[src/rtl/fc_pkg.sv]
package fc_pkg;
  typedef enum logic [1:0] {
    ST_IDLE,
    ST_WAIT,
    ST_CAPT,
    ST_DONE
  } fc_state_e;
endpackage

[src/rtl/fc_sync.sv]
module fc_sync #(
  parameter int PIX_W = 8
) (
  input  logic             clk_i,
  input  logic             rst_ni,
  input  logic [PIX_W-1:0] pix_i,
  input  logic             href_i,
  input  logic             vsync_i,
  output logic [PIX_W-1:0] pix_q_o,
  output logic             href_q_o,
  output logic             href_rise_o,
  output logic             href_fall_o,
  output logic             vs_rise_o
);
  logic [1:0]       href_s, vs_s;
  logic             href_d, vs_d;
  logic [PIX_W-1:0] pix_d1, pix_d2;

  always_ff @(posedge clk_i or negedge rst_ni) begin
    if (!rst_ni) begin
      href_s <= '0;
      vs_s   <= '0;
      href_d <= 1'b0;
      vs_d   <= 1'b0;
      pix_d1 <= '0;
      pix_d2 <= '0;
    end else begin
      href_s <= {href_s[0], href_i};
      vs_s   <= {vs_s[0], vsync_i};
      href_d <= href_s[1];
      vs_d   <= vs_s[1];
      pix_d1 <= pix_i;
      pix_d2 <= pix_d1;  // aligned with href_s[1]
    end
  end

  assign pix_q_o     = pix_d2;
  assign href_q_o    = href_s[1];
  assign href_rise_o = href_s[1] & ~href_d;
  assign href_fall_o = ~href_s[1] & href_d;
  assign vs_rise_o   = vs_s[1] & ~vs_d;
endmodule

[src/rtl/fc_frame_ctrl.sv]
module fc_frame_ctrl
  import fc_pkg::*;
#(
  parameter int          PIX_PER_LINE = 640,
  parameter int          LINES        = 480,
  parameter int          ADDR_W       = 19,
  parameter logic [ADDR_W-1:0] BASE   = '0
) (
  input  logic              clk_i,
  input  logic              rst_ni,
  input  logic              arm_i,
  input  logic              vs_rise_i,
  input  logic              line_end_i,
  output logic              capt_ok_o,
  output logic [ADDR_W-1:0] line_base_o,
  output logic              done_o,
  output logic              irq_o,
  output logic              err_o
);
  localparam int LC_W = $clog2(LINES + 1);
  localparam logic [LC_W-1:0]   LAST_LINE = LC_W'(LINES - 1);
  localparam logic [ADDR_W-1:0] STRIDE    = ADDR_W'(PIX_PER_LINE);

  fc_state_e       state;
  logic [LC_W-1:0] line_cnt;

  always_ff @(posedge clk_i or negedge rst_ni) begin
    if (!rst_ni) begin
      state       <= ST_IDLE;
      line_cnt    <= '0;
      line_base_o <= BASE;
      done_o      <= 1'b0;
      irq_o       <= 1'b0;
      err_o       <= 1'b0;
    end else begin
      irq_o <= 1'b0;
      if (arm_i) begin
        state       <= ST_WAIT;
        line_cnt    <= '0;
        line_base_o <= BASE;
        done_o      <= 1'b0;
        err_o       <= 1'b0;
      end else begin
        unique case (state)
          ST_WAIT: if (vs_rise_i) state <= ST_CAPT;
          ST_CAPT: begin
            if (vs_rise_i) begin
              state <= ST_IDLE;
              err_o <= 1'b1;
            end else if (line_end_i) begin
              line_cnt    <= line_cnt + 1'b1;
              line_base_o <= line_base_o + STRIDE;
              if (line_cnt == LAST_LINE) begin
                state  <= ST_DONE;
                done_o <= 1'b1;
                irq_o  <= 1'b1;
              end
            end
          end
          default: ;
        endcase
      end
    end
  end

  // no write in the cycle a capture is aborted or restarted
  assign capt_ok_o = (state == ST_CAPT) & ~vs_rise_i & ~arm_i;
endmodule

[src/rtl/fc_pix_wr.sv]
module fc_pix_wr #(
  parameter int PIX_PER_LINE = 640,
  parameter int PIX_W        = 8,
  parameter int ADDR_W       = 19
) (
  input  logic              clk_i,
  input  logic              rst_ni,
  input  logic              capt_ok_i,
  input  logic [ADDR_W-1:0] line_base_i,
  input  logic [PIX_W-1:0]  pix_q_i,
  input  logic              href_q_i,
  input  logic              href_rise_i,
  input  logic              href_fall_i,
  output logic              line_end_o,
  output logic [ADDR_W-1:0] sram_addr_o,
  output logic [PIX_W-1:0]  sram_data_o,
  output logic              sram_we_no
);
  localparam int PC_W = $clog2(PIX_PER_LINE + 1);
  localparam logic [PC_W-1:0] PPL = PC_W'(PIX_PER_LINE);

  logic            in_line;
  logic [PC_W-1:0] pix_cnt, idx;
  logic            take, wr;

  assign idx  = href_rise_i ? '0 : pix_cnt;
  assign take = capt_ok_i & href_q_i & (href_rise_i | in_line);
  assign wr   = take & (idx < PPL);  // long lines truncated here
  assign line_end_o = capt_ok_i & in_line & href_fall_i;

  always_ff @(posedge clk_i or negedge rst_ni) begin
    if (!rst_ni) begin
      in_line     <= 1'b0;
      pix_cnt     <= '0;
      sram_addr_o <= '0;
      sram_data_o <= '0;
      sram_we_no  <= 1'b1;
    end else begin
      sram_we_no <= ~wr;
      if (!capt_ok_i || href_fall_i) in_line <= 1'b0;
      else if (href_rise_i)          in_line <= 1'b1;
      if (wr) begin
        pix_cnt     <= idx + 1'b1;
        sram_addr_o <= line_base_i + ADDR_W'(idx);
        sram_data_o <= pix_q_i;
      end
    end
  end
endmodule

[src/rtl/img_capture.sv]
module img_capture #(
  parameter int          PIX_PER_LINE = 640,
  parameter int          LINES        = 480,
  parameter int          PIX_W        = 8,
  parameter int          ADDR_W       = 19,
  parameter logic [ADDR_W-1:0] BASE   = '0
) (
  input  logic              clk_i,
  input  logic              rst_ni,
  input  logic [PIX_W-1:0]  pix_i,
  input  logic              href_i,
  input  logic              vsync_i,
  input  logic              arm_i,
  output logic [ADDR_W-1:0] sram_addr_o,
  output logic [PIX_W-1:0]  sram_data_o,
  output logic              sram_we_no,
  output logic              done_o,
  output logic              irq_o,
  output logic              err_o
);
  logic [PIX_W-1:0]  pix_q;
  logic              href_q, href_rise, href_fall, vs_rise;
  logic              capt_ok, line_end;
  logic [ADDR_W-1:0] line_base;

  fc_sync #(.PIX_W(PIX_W)) u_sync (
    .clk_i, .rst_ni, .pix_i, .href_i, .vsync_i,
    .pix_q_o(pix_q), .href_q_o(href_q), .href_rise_o(href_rise),
    .href_fall_o(href_fall), .vs_rise_o(vs_rise)
  );

  fc_frame_ctrl #(
    .PIX_PER_LINE(PIX_PER_LINE), .LINES(LINES), .ADDR_W(ADDR_W), .BASE(BASE)
  ) u_ctrl (
    .clk_i, .rst_ni, .arm_i,
    .vs_rise_i(vs_rise), .line_end_i(line_end),
    .capt_ok_o(capt_ok), .line_base_o(line_base),
    .done_o, .irq_o, .err_o
  );

  fc_pix_wr #(
    .PIX_PER_LINE(PIX_PER_LINE), .PIX_W(PIX_W), .ADDR_W(ADDR_W)
  ) u_wr (
    .clk_i, .rst_ni,
    .capt_ok_i(capt_ok), .line_base_i(line_base), .pix_q_i(pix_q),
    .href_q_i(href_q), .href_rise_i(href_rise), .href_fall_i(href_fall),
    .line_end_o(line_end),
    .sram_addr_o, .sram_data_o, .sram_we_no
  );
endmodule

[config.mk]
export PLATFORM = sky130hd
export DESIGN_NAME = img_capture
export DESIGN_NICKNAME = d
export VERILOG_FILES = /design/src/rtl/fc_pkg.sv /design/src/rtl/fc_sync.sv /design/src/rtl/fc_frame_ctrl.sv /design/src/rtl/fc_pix_wr.sv /design/src/rtl/img_capture.sv
export SDC_FILE = /design/constraint.sdc
export NUM_CORES = 1
export LEC_CHECK = 0
export BUFFER_PORTS_ARGS = -buffer_cell sky130_fd_sc_hd__buf_2
export CELL_PAD_IN_SITES_DETAIL_PLACEMENT = 1
export CELL_PAD_IN_SITES_GLOBAL_PLACEMENT = 1
export CORE_ASPECT_RATIO = 0.6
export CORE_MARGIN = 2
export CORE_UTILIZATION = 46
export DETAILED_ROUTE_END_ITERATION = 10
export PLACE_DENSITY_LB_ADDON = 0.1
export SETUP_SLACK_MARGIN = 0.4
export SKIP_CTS_REPAIR_TIMING = 1
export SLEW_MARGIN = 20
export SYNTH_ARGS = -nofsm -noshare
export SYNTH_HDL_FRONTEND = slang
export SYNTH_HIERARCHICAL = 1
export SYNTH_SLANG_ARGS = --single-unit
[constraint.sdc]
create_clock -name clk_i -period 3.1 [get_ports clk_i]
set_input_delay 0.465 -clock clk_i [delete_from_list [all_inputs] [get_ports clk_i]]
set_output_delay 0.465 -clock clk_i [all_outputs]
set_load 0.005 [all_outputs]
==> metrics.md, run 1 <==
| Metric | Value |
|---|---|
| Initial antenna violation count | 0 |
| Layout Nets | 462 |
| H-tree Lvls | 3 |
| Ratio of cells with drive above 1 in the final layout | 0.194 |
| Measured slew at the worst slew-check pin | 0.757 ns |
| Crit path time final | 2.42 ns |
| DRC violation total after the first TritonRoute iteration | 127 |
| Number of buffers added on ports | 43 |
| Die Area | 9920 µm² |
| Count of warnings emitted by yosys | 6 |
| Count of TritonRoute iterations in the first routing pass | 5 |
| CP bufs+invs | 1 |
| Clock Sink Count | 87 |
| Clock edge transition at the registers on the reported setup and hold paths | 0.06 ns |
| Period utilization | 0.780 |
| Post-synthesis average cell area | 10.5 µm² |
| CTS root buffer | sky130_fd_sc_hd__clkbuf_16 |
| Post-detailed-route via-to-cell ratio | 5.38 |
| Post-synthesis async set-or-reset flop share | 1.00 |
| Register bit count reported by yosys | 87 |
| Remaining antenna violation count after routing | 0 |
| Internal power | 1.87 mW |
| Critical path capture point type | flop |
| Arrival @ worst endpoint | 2.61 ns |
| Gate power share | 0.064 |
| Max-slew violations | 0 |
| Final std cells w/o fill | 556 |
| Post-Route Skew | 0.00564 ns |
| HP Class | in -> async |
| Most common flop cell mapped by yosys | sky130_fd_sc_hd__dfrtp_1 |
| Sequential cell fraction of total power | 0.488 |
| Core outline area | 8690 µm² |
| Instance count after placement with tap cells included | 540 |
| Layout-stage area growth over the synthesis result | 13.5% |
| Worst vdd ir | 0.326 mV |
| Width of the die | 127 µm |
| Number of buffers created by CTS | 9 |
| Number of top-level design ports | 44 |
| Number of instances in the synthesized netlist | 401 |
| GR Util All Layers | 0.193 |
| Via count of the first global-routing pass | 3152 |
| Most common cell type on the critical path | sky130_fd_sc_hd__o21ai_0 |
| Worst skew pair latency | 0.34 ns |
| Data required time of the worst path | 3.30 ns |
| Cell family with most CP delay | simple AND/OR/NAND/NOR gates |
| Diodes inserted | 0 |
| Initial Util | 0.483 |
| Power density over the cells | 512 nW/µm² |
| Final number of setup-violating endpoints | 0 |
| Clock network fraction of design power | 0.448 |
| Sort of element at the start of the critical path | flop |
| Switching power | 0.570 mW |
| Std cell rows | 26 |
| Maximum number of pins on one net before global-route repair | 88 |
| DR DRC count | 0 |
| Final core utilization | 0.548 |
| Overflow left after global routing | 0 |
| GP Congestion | 0.749 |
| Critical Path Fanout Max | 33 |
| Switching share of total power | 0.234 |
| Final-report hold violation count | 0 |
| Peak clock frequency supported by timing | 414 MHz |
| Largest stage delay on the critical path | 0.48 ns |
| Proportion of synthesized chip area in sequential cells | 0.519 |
| Storage element area | 2180 µm² |
| Setup repair after global routing missed its margin | yes |
| CTS tree | yes |
| Number of distinct library cells after synthesis | 54 |
| Post-layout instance area | 4760 µm² |
| Placed instance area | 4440 µm² |
| Syn Std Cell Area | 4190 µm² |
| Slowest stage cell on the critical path | sky130_fd_sc_hd__dfrtp_1 |
| Sum of internal, switching and leakage power | 2.44 mW |
| Worst-case headroom to the max-slew limit | 0.495 |
| Vertical extent of the die | 78.0 µm |
| Critical Setup Path Class | reg -> reg |
| Bufs on Longest Clock Path | 2 |
| Final total negative setup slack | 0 ns |
| Leakage | 2.18 nW |
| Total via count in the routed design | 2989 |
| Fillers | 968 |
| Post-Route WL | 8700 µm |
| Detail-routed net length per standard cell | 15.6 µm |
| Area taken by multi-input logic gates | 1870 µm² |
| EDFF count, synth | 0 |
| MaxCap Viol Count | 0 |
| Critical path, cell by cell | nor2b_1 -> nor3b_1 -> o21ai_0 -> nor2_1 -> nand2_4 -> buf_4 -> nand2_1 -> o21ai_0 |
| Wire length of the first global-routing pass | 15100 µm |
| Outcome | completed |
| Detailed placer's ending HPWL | 5960 µm |
## state kept, by name (all words and copies together), names as in the netlist
signal / flops
u_sync/vs_d: 1
u_ctrl/line_base_o: 12
u_ctrl/state: 2
u_ctrl/done_o: 1
u_wr/sram_addr_o: 19
u_ctrl/err_o: 1
u_ctrl/line_cnt: 9
u_wr/in_line: 1
u_sync/href_s: 2
u_sync/pix_q_o: 8
u_wr/pix_cnt: 10
u_sync/vs_s: 2
u_sync/pix_d1: 8
u_wr/sram_data_o: 8
u_sync/href_d: 1
u_wr/sram_we_no: 1
u_ctrl/irq_o: 1
## power groups by stage
stage	combinational [mW]	sequential [mW]	clock [mW]
floorplan	0.113	1.20	0
global placement	0.148	1.21	0
detailed placement	0.152	1.21	0
CTS	0.154	1.19	1.12
global route	0.176	1.19	1.17
finish	0.156	1.19	1.09
## worst reg2reg max path, cell delays in order, from the launching register on
cell and delay (ns):
sky130_fd_sc_hd__dfrtp_1 0.48, sky130_fd_sc_hd__nor2b_1 0.26, sky130_fd_sc_hd__nor3b_1 0.25, sky130_fd_sc_hd__o21ai_0 0.16, sky130_fd_sc_hd__nor2_1 0.29, sky130_fd_sc_hd__nand2_4 0.28, sky130_fd_sc_hd__buf_4 0.33, sky130_fd_sc_hd__nand2_1 0.12
sky130_fd_sc_hd__o21ai_0 0.11
## synthesized netlist by cell type (all sizes together) (5+ instances only)
master / instances / share of area
nand2: 43 / 0.038
xnor2: 20 / 0.046
dfrtp: 86 / 0.51
nor2b: 11 / 0.016
a21oi: 26 / 0.031
o21ai: 31 / 0.038
nand4: 5 / 0.0075
a21o: 6 / 0.011
buf: 19 / 0.032
xor2: 15 / 0.031
nor4: 5 / 0.0075
inv: 7 / 0.0063
clkbuf: 6 / 0.0054
mux2: 11 / 0.030
nor2: 29 / 0.026
a31oi: 5 / 0.0075
ha: 10 / 0.030
nand3: 13 / 0.016
nor3: 13 / 0.016
## path summary, 6_finish.rpt
| kind | endpoint | slack, ns | depth (start not counted) | from |
|---|---|---|---|---|
| max in group asynchronous | u_wr/sram_we_no | 2.28 | 2 | rst_ni |
| min in group clk_i | u_sync/pix_d1[4] | 0.23 | 1 | pix_i[4] |
| min reg2reg | u_sync/pix_q_o[4] | 0.35 | 0 | u_sync/pix_d1[4] |
| min | u_wr/sram_data_o[3] | 0.18 | 1 | rst_ni |
| max reg2reg | u_wr/sram_addr_o[8] | 0.68 | 8 | u_ctrl/state[1] |
| max | u_wr/sram_addr_o[8] | 0.68 | 8 | u_ctrl/state[1] |
## layout by cell type (no fill, tap or decap), types with 2 or more instances in the layout
master                      count
sky130_fd_sc_hd__a41oi_1        2
sky130_fd_sc_hd__dfrtp_1       86
sky130_fd_sc_hd__a21boi_0       2
sky130_fd_sc_hd__a211oi_2       2
sky130_fd_sc_hd__buf_4          3
sky130_fd_sc_hd__nand4_1        5
sky130_fd_sc_hd__ha_1          10
sky130_fd_sc_hd__nor2b_1       11
sky130_fd_sc_hd__a21o_1         5
sky130_fd_sc_hd__inv_6          3
sky130_fd_sc_hd__nand3_1       13
sky130_fd_sc_hd__nand2_1       42
sky130_fd_sc_hd__a21oi_1       26
sky130_fd_sc_hd__buf_2         42
sky130_fd_sc_hd__xnor2_1       19
sky130_fd_sc_hd__a211o_1        2
sky130_fd_sc_hd__nor4_1         5
sky130_fd_sc_hd__and3_1         4
sky130_fd_sc_hd__o21ai_0       29
sky130_fd_sc_hd__inv_1          7
sky130_fd_sc_hd__nor3b_1        3
sky130_fd_sc_hd__or3_1          4
sky130_fd_sc_hd__nor2_1        29
sky130_fd_sc_hd__clkbuf_16      9
sky130_fd_sc_hd__nor3_1        13
sky130_fd_sc_hd__xor2_1        15
sky130_fd_sc_hd__a31oi_1        4
sky130_fd_sc_hd__conb_1         7
sky130_fd_sc_hd__mux2_2        11
## cell families (layout without fill, tap and decap cells)
family | Yosys count | count (layout) | share of synthesized area
compound gates | 86 | 86 | 0.130
xor+xnor | 35 | 35 | 0.0776
fa+ha+maj | 10 | 10 | 0.0298
buf+inv | 32 | 69 | 0.0439
flops | 87 | 87 | 0.519
mux | 12 | 12 | 0.0319
other cells | 1 | 7 | 0.000894
simple gates | 138 | 138 | 0.166
## cell type report
| type | count | area share |
|---|---|---|
| Tap cell | 112 | 0.0295 |
| Timing Repair Buffer | 46 | 0.0513 |
| Clock inverter | 6 | 0.0153 |
| Multi-Input combinational cell | 288 | 0.393 |
| Clock buffer | 10 | 0.0481 |
| Inverter | 7 | 0.00552 |
| Sequential cell | 87 | 0.458 |
## stage by stage
step | worst slack (ns) | hold slack, ns
floorplan | 0.667 | 0.169
global placement | 0.566 | 0.332
detailed placement | 0.507 | 0.336
CTS | 0.503 | 0.216
global route | 0.390 | 0.209
finish | 0.683 | 0.178
## routing by layer
| layer | vias to the layer above | wire length (µm) | global-route usage |
|---|---|---|---|
| met3 | 10 | 347 | 0.0538 |
| met2 | 53 | 3900 | 0.298 |
| met4 | 0 | 74 | 0.0560 |
| met5 | - | 0 | 0 |
| li1 | 1466 | - | - |
| met1 | 1460 | 4380 | 0.266 |
No activity file was read; power rests on OpenSTA's default activity.
==> run 2, diff against run 1 <==
Settings changed: CORE_UTILIZATION 46 to 42.
Clock period 3.1 ns to 2 ns, I/O delays scaled along.
==> run 2 against run 1 <==
Effect of this change:
- clock-buffer cell count decreased by 1
- flip-flop and latch count unchanged
- non-clock buffer count increased by 51
- cell count increased by 13%
- cell area increased by 24%
- sequential share of layout area decreased by 8.8 points
- critical endpoint is now u_wr/sram_addr_o[3]
==> metrics.md, run 2 (synthesis gave the netlist of run 1 again) <==
| Metric | Value |
|---|---|
| Outcome | completed |
| GR Util All Layers | 0.194 |
| Std cell rows | 28 |
| Sum of internal, switching and leakage power | 3.89 mW |
| Power density over the cells | 660 nW/µm² |
| CTS tree | yes |
| Worst-case headroom to the max-slew limit | 0.632 |
| Layout-stage area growth over the synthesis result | 40.6% |
| Worst vdd ir | 0.455 mV |
| Critical Setup Path Class | reg -> reg |
| Crit path time final | 1.99 ns |
| MaxCap Viol Count | 0 |
| Critical path capture point type | flop |
| Detailed placer's ending HPWL | 6660 µm |
| H-tree Lvls | 3 |
| Flip-flop count of the largest register after layout | 19 |
| Commonest cells after routing, fill and taps aside | 84 x sky130_fd_sc_hd__dfrtp_1, 42 x sky130_fd_sc_hd__buf_2, 31 x sky130_fd_sc_hd__buf_4, 31 x sky130_fd_sc_hd__nand2_1, 26 x sky130_fd_sc_hd__nor2_1 |
| Count of TritonRoute iterations in the first routing pass | 4 |
| GP Congestion | 0.749 |
| Bufs on Longest Clock Path | 2 |
| Clock Sink Count | 87 |
| Worst flop-to-flop path endpoint | u_wr/sram_addr_o[3] |
| Overflow left after global routing | 0 |
| Setup repair after global routing missed its margin | yes |
| Wire length of the first global-routing pass | 16300 µm |
| Largest registers ranked by flip-flop count | u_wr/sram_addr_o: 19 flops, u_ctrl/line_base_o: 12 flops, u_wr/pix_cnt: 10 flops |
| Post-Route Skew | 0.00951 ns |
| Max-slew violations | 0 |
| Number of cells on the worst reg-to-reg path | 8 |
| Worst reg2reg path startpoint | u_sync/href_d |
| Arrival @ worst endpoint | 2.22 ns |
| Final number of setup-violating endpoints | 0 |
| DRC violation total after the first TritonRoute iteration | 165 |
| Most common library cell in the layout ignoring fill and taps | sky130_fd_sc_hd__dfrtp_1 |
| Sort of element at the start of the critical path | flop |
| Total via count in the routed design | 3377 |
| Via count of the first global-routing pass | 3202 |
| Initial antenna violation count | 0 |
| Measured slew at the worst slew-check pin | 0.551 ns |
| Detail-routed net length per standard cell | 19.2 µm |
| Leakage | 2.77 nW |
| Core outline area | 9770 µm² |
| Layout Nets | 513 |
| Register name with the most flops | u_wr/sram_addr_o |
| CTS root buffer | sky130_fd_sc_hd__clkbuf_16 |
| Critical Path Fanout Max | 6 |
| Reg-to-reg slack, setup | 0.01 ns |
| Cell depth of the worst hold path | 1 |
| Data required time of the worst path | 2.23 ns |
| Diodes inserted | 0 |
| Worst skew pair latency | 0.35 ns |
| HP Class | in -> reg |
| Final std cells w/o fill | 630 |
| Clock edge transition at the registers on the reported setup and hold paths | 0.07 ns |
| Final total negative setup slack | 0 ns |
| Number of buffers created by CTS | 9 |
| Remaining antenna violation count after routing | 0 |
| End point of the most critical hold path | u_sync/pix_d1[4] |
| Post-detailed-route via-to-cell ratio | 5.36 |
| Post-Route WL | 12100 µm |
| Width of the die | 133 µm |
| Peak clock frequency supported by timing | 503 MHz |
| Maximum number of pins on one net before global-route repair | 33 |
| Ratio of cells with drive above 1 in the final layout | 0.408 |
| DR DRC count | 0 |
| Final-report hold violation count | 0 |
| Instance count after placement with tap cells included | 586 |
| Vertical extent of the die | 81.4 µm |
| Number of top-level design ports | 44 |
| Period utilization | 0.994 |
| Launch point of the worst hold path | pix_i[4] |
| Die Area | 10800 µm² |
| Initial Util | 0.429 |
| Number of buffers added on ports | 43 |
-- run 2: cell types whose count changed in the layout (fill, tap and decap cells not counted), sizes merged --
cell,previous run,this run
clkinvlp,0,1
buf,46,91
bufinv,1,0
clkbuf,10,14
clkinv,1,2
dlygate4sd3,0,1
-- run 2: worst max-delay path by stage --
| stage | from | to | slack, ns | depth (start not counted) |
|---|---|---|---|---|
| after floorplan | u_sync/href_s[1] | u_wr/sram_addr_o[12] | -0.09 | 11 |
| after global placement | u_sync/href_s[1] | u_wr/pix_cnt[8] | 0.06 | 10 |
| after detailed placement | u_sync/href_s[1] | u_wr/pix_cnt[8] | -0.01 | 10 |
| after CTS | u_sync/href_s[1] | u_wr/pix_cnt[8] | -0.16 | 10 |
| after global routing | u_ctrl/state[0] | u_ctrl/line_base_o[13] | -0.06 | 8 |
| final | u_sync/href_d | u_wr/sram_addr_o[3] | 0.01 | 8 |
-- run 2: routing by layer --
metal,wire [µm],GRT usage,up-vias
li1,-,-,1575
met1,5490,0.265,1720
met2,5970,0.303,65
met3,404,0.0574,17
met4,226,0.0559,0
met5,0,0,-
-- run 2: worst max-delay path, cell delays in order, from the launching register on --
cell                      delay, ns
sky130_fd_sc_hd__dfrtp_1       0.43
sky130_fd_sc_hd__nor2b_4       0.22
sky130_fd_sc_hd__buf_6         0.16
sky130_fd_sc_hd__o21ai_2       0.07
sky130_fd_sc_hd__nor2_2        0.21
sky130_fd_sc_hd__nand2_4       0.16
sky130_fd_sc_hd__buf_12        0.20
sky130_fd_sc_hd__buf_6         0.12
sky130_fd_sc_hd__mux2_4        0.28
-- run 2: area by class of cell --
class / count / area, µm²
Multi-Input combinational cell: 288 / 2380
Clock inverter: 7 / 72.6
Fill cell: 1024 / 3880
Clock buffer: 9 / 225
Tap cell: 135 / 169
Timing Repair Buffer: 97 / 845
Inverter: 7 / 26.3
Sequential cell: 87 / 2180
-- run 2: report_power, final --
part / switching, mW / internal, mW
clock network: 0.812 / 0.882
logic: 0.209 / 0.151
registers: 0.0306 / 1.81
-- run 2: stage by stage --
step / hold WS [ns] / cell area, µm² / utilization / setup slack (ns)
2_1_floorplan: 0.00441 / 4460 / - / -0.0877
3_3_place_gp: 0.269 / 4900 / 0.501 / 0.0624
3_5_place_dp: 0.269 / 4900 / 0.501 / -0.0129
4_1_cts: -0.109 / 5200 / 0.532 / -0.156
5_1_grt: 0.0334 / 5900 / 0.603 / -0.0620
6_report: 0.0470 / 5900 / 0.603 / 0.0119
